`src/rtl/chan_fifo_pkg.sv`:
```
package chan_fifo_pkg;

    localparam int unsigned FIFO_DEPTH = 16;
    localparam int unsigned DATA_W     = 8;
    localparam int unsigned THR_LIMIT  = 12;
    localparam int unsigned THR_W      = 4;

    // One queue entry: a data byte plus a frame-boundary mark.
    typedef struct packed {
        logic              mark;
        logic [DATA_W-1:0] data;
    } fifo_word_t;

    // Where the threshold-driven requests are delivered.
    typedef enum logic {
        ROUTE_IRQ = 1'b0,
        ROUTE_DMA = 1'b1
    } req_route_e;

    // Saturate a programmed threshold to the legal ceiling.
    function automatic int unsigned clamp_thr(input int unsigned raw,
                                              input int unsigned lim);
        return (raw > lim) ? lim : raw;
    endfunction

endpackage

```
`src/rtl/cf_store.sv`:
```
module cf_store #(
    parameter int unsigned DEPTH = 16,
    parameter int unsigned WIDTH = 9,
    localparam int unsigned PTR_W = (DEPTH > 1) ? $clog2(DEPTH) : 1,
    localparam int unsigned CNT_W = $clog2(DEPTH + 1)
) (
    input  logic             clk,
    input  logic             rst,
    input  logic             push,
    input  logic [WIDTH-1:0] wdata,
    input  logic             pop,
    output logic [WIDTH-1:0] head,
    output logic [CNT_W-1:0] count,
    output logic             full,
    output logic             empty
);

    logic [WIDTH-1:0] mem [DEPTH];
    logic [PTR_W-1:0] wr_ptr, rd_ptr;
    logic [CNT_W-1:0] cnt_q;
    logic             push_ok, pop_ok;

    assign full    = (cnt_q == CNT_W'(DEPTH));
    assign empty   = (cnt_q == '0);
    assign push_ok = push && !full;
    assign pop_ok  = pop && !empty;
    assign head    = mem[rd_ptr];
    assign count   = cnt_q;

    function automatic logic [PTR_W-1:0] bump(input logic [PTR_W-1:0] p);
        return (p == PTR_W'(DEPTH - 1)) ? '0 : p + 1'b1;
    endfunction

    always_ff @(posedge clk) begin
        if (push_ok) mem[wr_ptr] <= wdata;
    end

    always_ff @(posedge clk) begin
        if (rst) begin
            wr_ptr <= '0;
            rd_ptr <= '0;
            cnt_q  <= '0;
        end else begin
            if (push_ok) wr_ptr <= bump(wr_ptr);
            if (pop_ok)  rd_ptr <= bump(rd_ptr);
            case ({push_ok, pop_ok})
                2'b10:   cnt_q <= cnt_q + 1'b1;
                2'b01:   cnt_q <= cnt_q - 1'b1;
                default: cnt_q <= cnt_q;
            endcase
        end
    end

    p_count_cap_r1: assert property (@(posedge clk) disable iff (rst)
        count <= CNT_W'(DEPTH));

    p_full_drop_r1: assert property (@(posedge clk) disable iff (rst)
        (full && push && !pop) |=> (count == CNT_W'(DEPTH)));

endmodule

```
`src/rtl/cf_rx_req.sv`:
```
module cf_rx_req #(
    parameter int unsigned CNT_W = 5,
    parameter int unsigned THR_W = 4
) (
    input  logic             clk,
    input  logic             rst,
    input  logic [CNT_W-1:0] count,
    input  logic [THR_W-1:0] thr,
    input  logic             sync_mode,
    input  logic             mark_in,
    input  logic             mark_out,
    input  logic             timeout,
    output logic             req
);

    // Number of stored entries that close a frame.
    logic [CNT_W-1:0] eof_cnt;
    logic             level_hit, frame_hit;

    always_ff @(posedge clk) begin
        if (rst) begin
            eof_cnt <= '0;
        end else begin
            case ({mark_in, mark_out})
                2'b10:   eof_cnt <= eof_cnt + 1'b1;
                2'b01:   eof_cnt <= eof_cnt - 1'b1;
                default: eof_cnt <= eof_cnt;
            endcase
        end
    end

    assign level_hit = (count > CNT_W'(thr));
    assign frame_hit = sync_mode && (eof_cnt != '0);
    assign req       = level_hit || frame_hit || timeout;

    // Marked entries can never outnumber stored entries.
    p_eof_within_r4: assert property (@(posedge clk) disable iff (rst)
        eof_cnt <= count);

    // A freshly stored end-of-frame byte raises the sync request next cycle.
    p_eof_raises_r4: assert property (@(posedge clk) disable iff (rst)
        (mark_in && !mark_out && sync_mode) |=> (!sync_mode || req));

endmodule

```
`src/rtl/cf_tx_req.sv`:
```
module cf_tx_req #(
    parameter int unsigned DEPTH = 16,
    parameter int unsigned CNT_W = 5,
    parameter int unsigned THR_W = 4
) (
    input  logic             clk,
    input  logic             rst,
    input  logic [CNT_W-1:0] count,
    input  logic [THR_W-1:0] thr,
    input  logic             sync_mode,
    input  logic             empty_en,
    input  logic             more_en,
    input  logic             last_loaded,
    input  logic             frame_sent,
    output logic             req
);

    logic             hold;
    logic [CNT_W-1:0] free_slots;
    logic             empty_hit, room_hit;

    always_ff @(posedge clk) begin
        if (rst) hold <= 1'b0;
        else     hold <= sync_mode && ((sync_mode && last_loaded) || (hold && !frame_sent));
    end

    assign free_slots = CNT_W'(DEPTH) - count;
    assign empty_hit  = empty_en && (count == '0);
    assign room_hit   = more_en && (free_slots > CNT_W'(thr));
    assign req        = !hold && (empty_hit || room_hit);

    p_hold_set_r7: assert property (@(posedge clk) disable iff (rst)
        (sync_mode && last_loaded) |=> !req);

    p_hold_keep_r7: assert property (@(posedge clk) disable iff (rst)
        (hold && sync_mode && !frame_sent) |=> (!sync_mode || !req));

endmodule

```
`src/rtl/chan_fifo_pair.sv`:
```
module chan_fifo_pair
    import chan_fifo_pkg::*;
#(
    parameter int unsigned DEPTH     = FIFO_DEPTH,
    parameter int unsigned THR_MAX   = THR_LIMIT,
    localparam int unsigned CNT_W    = $clog2(DEPTH + 1),
    localparam int unsigned WORD_W   = $bits(fifo_word_t)
) (
    input  logic              clk,
    input  logic              rst,
    input  logic              rx_push,
    input  logic [DATA_W-1:0] rx_push_data,
    input  logic              rx_push_eof,
    input  logic              rx_timeout,
    input  logic              host_rd,
    output logic [DATA_W-1:0] host_rd_data,
    output logic              host_rd_eof,
    input  logic              host_wr,
    input  logic [DATA_W-1:0] host_wr_data,
    input  logic              host_wr_last,
    input  logic              tx_pop,
    output logic [DATA_W-1:0] tx_pop_data,
    output logic              tx_pop_last,
    input  logic              tx_frame_sent,
    input  logic [THR_W-1:0]  thr_cfg,
    input  logic              tx_empty_en,
    input  logic              tx_more_en,
    input  logic              sync_mode,
    input  logic              dma_mode,
    output logic              rx_irq,
    output logic              rx_dma_req,
    output logic              tx_irq,
    output logic              tx_dma_req,
    output logic [CNT_W-1:0]  rx_count,
    output logic [CNT_W-1:0]  tx_count,
    output logic              tx_overflow,
    output logic              rx_underflow
);

    fifo_word_t       rx_in, rx_head, tx_in, tx_head;
    logic             rx_full, rx_empty, tx_full, tx_empty;
    logic             rx_push_ok, rx_pop_ok, tx_wr_ok;
    logic [THR_W-1:0] thr_eff;
    logic             rx_req, tx_req;
    req_route_e       route;
    fifo_word_t       rd_q, txo_q;
    logic             ovf_q, udf_q;

    assign thr_eff = THR_W'(clamp_thr(int'(thr_cfg), THR_MAX));
    assign route   = req_route_e'(dma_mode);

    assign rx_in      = '{mark: rx_push_eof, data: rx_push_data};
    assign tx_in      = '{mark: host_wr_last, data: host_wr_data};
    assign rx_push_ok = rx_push && !rx_full;
    assign rx_pop_ok  = host_rd && !rx_empty;
    assign tx_wr_ok   = host_wr && !tx_full;

    cf_store #(.DEPTH(DEPTH), .WIDTH(WORD_W)) u_rx_store (
        .clk(clk), .rst(rst),
        .push(rx_push), .wdata(rx_in),
        .pop(host_rd), .head(rx_head),
        .count(rx_count), .full(rx_full), .empty(rx_empty)
    );

    cf_store #(.DEPTH(DEPTH), .WIDTH(WORD_W)) u_tx_store (
        .clk(clk), .rst(rst),
        .push(host_wr), .wdata(tx_in),
        .pop(tx_pop), .head(tx_head),
        .count(tx_count), .full(tx_full), .empty(tx_empty)
    );

    cf_rx_req #(.CNT_W(CNT_W), .THR_W(THR_W)) u_rx_req (
        .clk(clk), .rst(rst),
        .count(rx_count), .thr(thr_eff), .sync_mode(sync_mode),
        .mark_in(rx_push_ok && rx_push_eof),
        .mark_out(rx_pop_ok && rx_head.mark),
        .timeout(rx_timeout), .req(rx_req)
    );

    cf_tx_req #(.DEPTH(DEPTH), .CNT_W(CNT_W), .THR_W(THR_W)) u_tx_req (
        .clk(clk), .rst(rst),
        .count(tx_count), .thr(thr_eff), .sync_mode(sync_mode),
        .empty_en(tx_empty_en), .more_en(tx_more_en),
        .last_loaded(tx_wr_ok && host_wr_last),
        .frame_sent(tx_frame_sent), .req(tx_req)
    );

    // Registered data ports and sticky error flags.
    always_ff @(posedge clk) begin
        if (rst) begin
            rd_q  <= '0;
            txo_q <= '0;
            ovf_q <= 1'b0;
            udf_q <= 1'b0;
        end else begin
            if (host_rd) rd_q  <= rx_empty ? '0 : rx_head;
            if (tx_pop)  txo_q <= tx_empty ? '0 : tx_head;
            if (host_wr && tx_full)  ovf_q <= 1'b1;
            if (host_rd && rx_empty) udf_q <= 1'b1;
        end
    end

    assign host_rd_data = rd_q.data;
    assign host_rd_eof  = rd_q.mark;
    assign tx_pop_data  = txo_q.data;
    assign tx_pop_last  = txo_q.mark;
    assign tx_overflow  = ovf_q;
    assign rx_underflow = udf_q;

    // Request routing: the selected pair carries the requests.
    always_comb begin
        rx_irq     = 1'b0;
        rx_dma_req = 1'b0;
        tx_irq     = 1'b0;
        tx_dma_req = 1'b0;
        if (route == ROUTE_DMA) begin
            rx_dma_req = rx_req;
            tx_dma_req = tx_req;
        end else begin
            rx_irq = rx_req;
            tx_irq = tx_req;
        end
    end

    p_route_split_r8: assert property (@(posedge clk) disable iff (rst)
        !((rx_irq || tx_irq) && (rx_dma_req || tx_dma_req)));

    p_async_level_r3: assert property (@(posedge clk) disable iff (rst)
        (!sync_mode && !rx_timeout && rx_count > 5'(thr_eff)) |-> (rx_irq || rx_dma_req));

    p_timeout_r5: assert property (@(posedge clk) disable iff (rst)
        rx_timeout |-> (rx_irq || rx_dma_req));

    p_thr_cap_r2: assert property (@(posedge clk) disable iff (rst)
        thr_eff <= THR_W'(THR_MAX));

    p_ovf_sticky_r9: assert property (@(posedge clk) disable iff (rst)
        tx_overflow |=> tx_overflow);

    p_udf_sticky_r10: assert property (@(posedge clk) disable iff (rst)
        rx_underflow |=> rx_underflow);

    p_udf_zero_r10: assert property (@(posedge clk) disable iff (rst)
        (host_rd && rx_count == '0) |=> (host_rd_data == '0 && !host_rd_eof));

endmodule

```
`config.mk`:
```
export PLATFORM = sky130hd
export DESIGN_NAME = chan_fifo_pair
export DESIGN_NICKNAME = d
export VERILOG_FILES = /design/src/rtl/chan_fifo_pkg.sv /design/src/rtl/cf_store.sv /design/src/rtl/cf_rx_req.sv /design/src/rtl/cf_tx_req.sv /design/src/rtl/chan_fifo_pair.sv
export SDC_FILE = /design/constraint.sdc
export NUM_CORES = 1
export LEC_CHECK = 0
export ABC_AREA = 0
export BUFFER_PORTS_ARGS = -buffer_cell sky130_fd_sc_hd__buf_2
export CAP_MARGIN = 40
export CORE_ASPECT_RATIO = 1.2
export CORE_MARGIN = 5
export CORE_UTILIZATION = 50
export DETAILED_ROUTE_END_ITERATION = 10
export PLACE_DENSITY = 0.77
export SYNTH_ARGS = -nofsm -noshare
export SYNTH_HDL_FRONTEND = slang
export SYNTH_SLANG_ARGS = --single-unit
```
`constraint.sdc`:
```
create_clock -name clk -period 3.4 [get_ports clk]
set_input_delay 0.17 -clock clk [delete_from_list [all_inputs] [get_ports clk]]
set_output_delay 0.17 -clock clk [all_outputs]
set_load 0.1 [all_outputs]
```
# ---- Yosys cells after proc, flatten, opt, wreduce, memory -nomap -nowiden
# Memories as Yosys holds them, arrays and structs flattened. A register that Yosys moved wholly into a read port is not among the register bits.
# Index checks and enable logic that the tools add are counted.
dict set report totals {
  regBits 52
  output_inout_bits 34
  input_bits 34
  mem_bits_rw 288
  memories 2
  elab_cells 96
}
dict set report op_classes {
  n_eq_ne 12
  mux 22
  n_addsub 11
  n_reduce_logical 32
  magnitude_cmp 3
}
# memory words width rd rd_clocked_by_memory_dff write_ports line_no
set memory_table {}
lappend memory_table {u_rx_store.mem 16 9 1 1 1 cf_store.sv:18} ;# logic [WIDTH-1:0] mem [DEPTH];
lappend memory_table {u_tx_store.mem 16 9 1 1 1 cf_store.sv:18}
# operator n
set op_table {}
lappend op_table {{$mux 4} 9}
lappend op_table {{$pmux 5 s2} 3}
lappend op_table {{$mux 9} 2}
lappend op_table {{$add 4x1->4 const B} 4}
lappend op_table {{$eq 4x4->1 const B} 4}
lappend op_table {{$logic_and 1x1->1} 16}
lappend op_table {{$add 5x1->5 const B} 3}
lappend op_table {{$sub 5x1->5 const B} 3}
lappend op_table {{$eq 5x5->1 const B} 2}
lappend op_table {{$gt 5x4->1} 2}
lappend op_table {{$logic_not 5->1} 2}
lappend op_table {{$mux 1} 8}
lappend op_table {{$eq 2x1->1 const B} 3}
lappend op_table {{$eq 2x2->1 const B} 3}
lappend op_table {{$logic_not 1->1} 6}
lappend op_table {{$reduce_bool 2->1} 3}
lappend op_table {{$reduce_bool 5->1} 1}
lappend op_table {{$sub 5x5->5 const A} 1}
lappend op_table {{$gt 4x4->1 const B} 1}
lappend op_table {{$logic_or 1x1->1} 4}

# ---- Longest topological paths before layout
dict set report depth {
  depth_word 7
  depth_mapped 15
  mapped_depth_nobuf 14
}

# ---- Hierarchy
# From an unflattened synthesis, not the netlist that was laid out.
dict set report hier_totals {
  hier_cells 819
  area_unflattened_um2 14639.0
}
# mod seq_area_each_um2 instances area_each_um2 cells_per_inst
set modules_own_cells {}
lappend modules_own_cells {cf_store 4664.5 2 6543.8 318}
lappend modules_own_cells {chan_fifo_pair 400.4 1 867.1 95}
lappend modules_own_cells {cf_rx_req 100.1 1 464.2 59}
lappend modules_own_cells {cf_tx_req 20.0 1 220.2 29}

# ---- Least setup slack after synthesis
# OpenSTA, ideal clock, no wires.
dict set report synth_path {
  path_kind {reg-to-output}
  start {register u_tx_store.cnt_q[0], in the netlist u_tx_store.count[0]}
  end {output tx_irq}
  arrival_time_ns 4.623
  t_required_ns 3.230
  slack_ns -1.393
  stages_incl_launch_ff 10
  path_buffers 0
  cell_sequence {dfxtp_1 > inv_1 > ha_1 > xnor2_1 > ha_1 > nand3_1 > o22ai_1 > nor3b_1 > o21ai_0 > nor3b_1}
}
dict set report synth_via {
  elab_chain_len 6
  elab_cells_between_ends 8
  cone_classes {add/sub: 1; order compare: 1; mux: 1; reduce/logical: 5}
}
# item line_no
set synth_lines {}
lappend synth_lines {{from (decl)} cf_store.sv:20} ;# logic [CNT_W-1:0] cnt_q;
lappend synth_lines {{from (signal assigned)} cf_store.sv:47} ;# 2'b10: cnt_q <= cnt_q + 1'b1;
lappend synth_lines {{from (signal assigned)} cf_store.sv:48} ;# 2'b01: cnt_q <= cnt_q - 1'b1;
lappend synth_lines {{from (signal assigned)} cf_store.sv:49} ;# default: cnt_q <= cnt_q;
lappend synth_lines {{$sub 5x5->5} cf_tx_req.sv:27} ;# assign free_slots = CNT_W'(DEPTH) - count;
lappend synth_lines {{$gt 5x4->1} cf_tx_req.sv:29} ;# assign room_hit = more_en && (free_slots > CNT_W'(thr));
lappend synth_lines {{$logic_and 1x1->1} cf_tx_req.sv:29}
lappend synth_lines {{$logic_or 1x1->1 *} cf_tx_req.sv:30} ;# assign req = !hold && (empty_hit || room_hit);
lappend synth_lines {{$logic_and 1x1->1 *} cf_tx_req.sv:30}
lappend synth_lines {{$mux 1 *} chan_fifo_pair.sv:116} ;# if (route == ROUTE_DMA) begin
lappend synth_lines {{to (decl)} chan_fifo_pair.sv:32} ;# output logic tx_irq,
# Every way passes the cells marked *; elsewhere a longest branch is shown, timed or not.

# ---- Worst setup path after layout
dict set report layout_path {
  start {register u_tx_store.cnt_q[0], in the netlist u_tx_store.count[0]}
  end {register u_tx_store.cnt_q[4], in the netlist u_tx_store.count[4]}
}
dict set report layout_via {
  elab_chain_len 5
  elab_cells_between_ends 12
  cone_classes {add/sub: 2; eq/ne: 3; mux: 1; reduce/logical: 6}
}
# item line_no
set layout_lines {}
lappend layout_lines {{$logic_not 5->1 *} cf_store.sv:24} ;# assign empty = (cnt_q == '0);
lappend layout_lines {{$logic_not 1->1 *} cf_store.sv:26} ;# assign pop_ok = pop && !empty;
lappend layout_lines {{$logic_and 1x1->1 *} cf_store.sv:26}
lappend layout_lines {{named net u_tx_store.pop_ok} cf_store.sv:21} ;# logic push_ok, pop_ok;
lappend layout_lines {{$eq 2x1->1 / $eq 2x2->1 (equally long branches)} cf_store.sv:46} ;# case ({push_ok, pop_ok})
lappend layout_lines {{$pmux 5 s2 / $reduce_bool 2->1 (equally long branches)} --}
# Mark *: on every way through the listed nets, which the timed path passes. The rest lies on a longest branch.
# A chain may end at the register's enable or synchronous reset.

==> impl_metrics.csv <==
group,metric,value,unit
layout,final_cells,1318,
global_route,grt_usage,17.4,%
synth,synthArstFlopShare,0,%
power,swShare,32.4,%
layout,final_util,57.9,%
layout,drive_gt1_share,27.4,%
synth,ys_ff_latch,348,
synth,synth_top_cell_by_area,"edfxtp_1",
synth,synth_nets,876,
die,core.rowCount,67,
worst_hold_path,hold_path.class,"input pin to register",
global_route,grt_pass1_vias,7511,
power,pwr-share-seq,42.8,%
power,pwr-share-comb,26.3,%
cts,cts_buffers,35,
die,dieArea,0.0315,mm²
timing,slew_violations,0,
cts,clk-insertion-delay-late,520,ps
timing,final-hold-violation-count,0,
layout,n_antenna_cell,0,
timing,worst_pin_slew,821,ps
critical_path,path_max_fanout,5,
placement,dp_hpwl,17200,µm
timing,tns,0,ps
timing,fin_crit_sh,93.7,%
timing,setup_viol,0,
synth,syn_inst,806,
cts,htreeDepth,2,
timing,skew,20.1,ps
power,power_density,754,mW/mm²
power,finalPower,12.1,mW
layout,areaGrowthSynthToFinish,14.9,%
placement,dp.cells,1251,
synth,synth.avg_cell_area,17.4,µm²
die,die_h,193,µm
critical_path,worstSetupPathType,"register to register",
global_route,grt_pass1_wl,42600,µm
detailed_routing,drt_iter0_drc,523,
timing,fin_ws,214,ps
synth,synth-main-ff-cell,"edfxtp_1",
synth,ys_seq_area_share,70.3,%
global_route,grt_overflow_total,0,
timing,finalCriticalPeriod,3190,ps
placement,portBuffers,67,
detailed_routing,postRouteAntennaNets,0,
critical_path,cp-start-kind,"register",
placement,place_ws,158,ps
global_route,grt_max_degree,33,
synth,synth_top_cell_area_share,61.7,%
synth,yosysWarnings,0,
timing,rsz0062_at_grt,"false",
detailed_routing,drc_errors,0,
detailed_routing,wl_per_cell,20.3,µm
die,io_pins,68,
detailed_routing,vias_per_cell,5.46,
global_route,antenna_found_initial,0,
power,leakagePower,5.55,nW
critical_path,required,3800,ps
synth,synth_area_leaders,"edfxtp_1, mux4_2, dfxtp_1",
detailed_routing,via_count,7192,
cts,cts.sinks,348,
synth,synth-edff-count,288,
power,vdd_drop_max,0.474,mV
cts,post_cts_buffers,0,
synth,post_synth_num_cell_types,47,
die,fp.dieW,163,µm
cts,cts_tree,"done",
timing,max_slew_margin,43.8,%
timing,max_freq,314,MHz
power,internal_power,8.21,mW
die,start_util,50.3,%
power,pwr-share-clk,30.9,%
flow_run,cap_violations,0,
cts,clockBufferDepth,3,
detailed_routing,postRouteWirelength,26700,µm
synth,synth_area,0.0140,mm²
detailed_routing,drt_first_pass_iters,5,
placement,gp_congestion,0.787,
cts,cts_root_buffer,"clkbuf_16",
power,switching_power,3.93,mW
cts,path_clk_slew,60,ps
layout,nets,983,
die,core-area,0.0278,mm²
outcome,status,"finished clean",
critical_path,cp.arrival,3590,ps
critical_path,critPathCaptureType,"register",
-- cells in the final DEF, fill, tap and decap left out, drive strengths merged, types with 2 or more instances in the layout --
cell type / count
nand3: 4
inv: 21
xnor2: 8
o21a: 2
and2: 17
clkinv: 12
nand2b: 3
mux4: 72
or4: 2
a311oi: 2
fa: 3
xor2: 9
mux2: 18
a21oi: 40
a21o: 6
nand2: 41
a22oi: 9
edfxtp: 288
bufinv: 2
o21ai: 19
mux2i: 24
dlygate4sd3: 4
nor3: 10
or3: 5
nor2: 57
clkbuf: 48
nor2b: 6
ha: 33
nor3b: 6
dfxtp: 60
buf: 98
-- flip-flops by register name (all words and copies together), names as in the netlist, 4 cells and up, named ones only --
register,count
u_rx_store.wr_ptr,4
u_rx_req.eof_cnt,5
u_tx_store.mem,144
u_tx_store.wr_ptr,4
u_rx_store.count,5
tx_pop_data,8
u_tx_store.rd_ptr,4
u_tx_store.count,5
u_rx_store.mem,144
u_rx_store.rd_ptr,4
host_rd_data,8
-- final cells by class --
type | count | area, µm²
fill | 2099 | 11700
timing repair buffer | 102 | 608
sequential | 348 | 9870
clock inverter | 15 | 166
tap | 379 | 474
multi-input combinational | 406 | 3950
inverter | 20 | 75.1
clock buffer | 48 | 966
-- per-layer routing --
layer	vias up	track usage (%)	wire [µm]	part of all wire [%]
met1	3637	22.7	10800	41
met5	-	0	0	0
li1	3347	-	-	-
met2	161	30.2	14000	52
met4	0	4.54	593	2.2
met3	47	3.09	1320	4.9
-- final timing paths --
| kind | from | to | slack (ps) | depth (start not counted) |
|---|---|---|---|---|
| worst max-delay path | u_tx_store.count[0]$_SDFFE_PP0P_ | u_tx_store.count[4]$_SDFFE_PP0P_ | 210 | 14 |
| worst min-delay path | rx_push_data[1] | u_rx_store.mem[1][1]$_DFFE_PP_ | 30 | 1 |
| worst max register to register | u_tx_store.count[0]$_SDFFE_PP0P_ | u_tx_store.count[4]$_SDFFE_PP0P_ | 210 | 14 |
| worst min register to register | tx_overflow$_SDFFE_PP0P_ | tx_overflow$_SDFFE_PP0P_ | 470 | 2 |
-- power by group through the flow --
stage / combinational (mW) / sequential (mW) / clock [mW]
after detailed placement: 3.19 / 5.29 / 0
after global placement: 3.16 / 5.28 / 0
after floorplan: 1.84 / 5.97 / 0
after CTS: 3.22 / 5.20 / 3.83
final: 3.19 / 5.20 / 3.75
after global routing: 3.45 / 5.24 / 4.03
-- cells in the mapped netlist, types with 17 or more instances --
cell	count
inv_1	20
a21oi_1	40
edfxtp_1	288
mux2i_1	24
mux2_2	18
dfxtp_1	60
o21ai_0	18
and2_1	17
nor2_1	56
nand2_1	41
mux4_2	72
ha_1	33
-- timing repair --
action,CTS,global route
hold buffers,4,0
endpoints found under the setup margin,0,1
hold endpoints to repair,3,0
gates resized for setup,0,3
-- critical path, stage by stage (launching register included) --
cell      delay (ps)
dfxtp_4          360
inv_1             90
ha_1             230
nor3b_2          170
ha_1             190
nand2b_1         150
inv_1             80
ha_2             220
inv_1             80
fa_1             400
nor2b_2          160
o21ai_0          110
nand3_1          100
or3b_2           450
mux2_2           280
-- cells by family (layout without fill, tap and decap cells) --
kind of cell / Yosys count / in the layout / share of synthesized area, %
XOR/XNOR: 17 / 17 / 1.06
buffers and inverters: 52 / 185 / 1.63
flip-flops: 348 / 348 / 70.3
AO/OA/AOI/OAI: 83 / 83 / 3.51
adder cells (fa/ha/maj): 36 / 36 / 3.38
AND/OR/NAND/NOR: 156 / 156 / 5.37
multiplexers: 114 / 114 / 14.7
-- per-stage QoR --
stage / cell area, µm² / hold slack [ps]
2_1_floorplan: 14000 / 269
3_3_place_gp: 14900 / 431
5_1_grt: 16100 / 25.1
6_report: 16100 / 26.1
3_5_place_dp: 14900 / 420
4_1_cts: 16100 / 8.08
(Power assumes the default switching activity.)
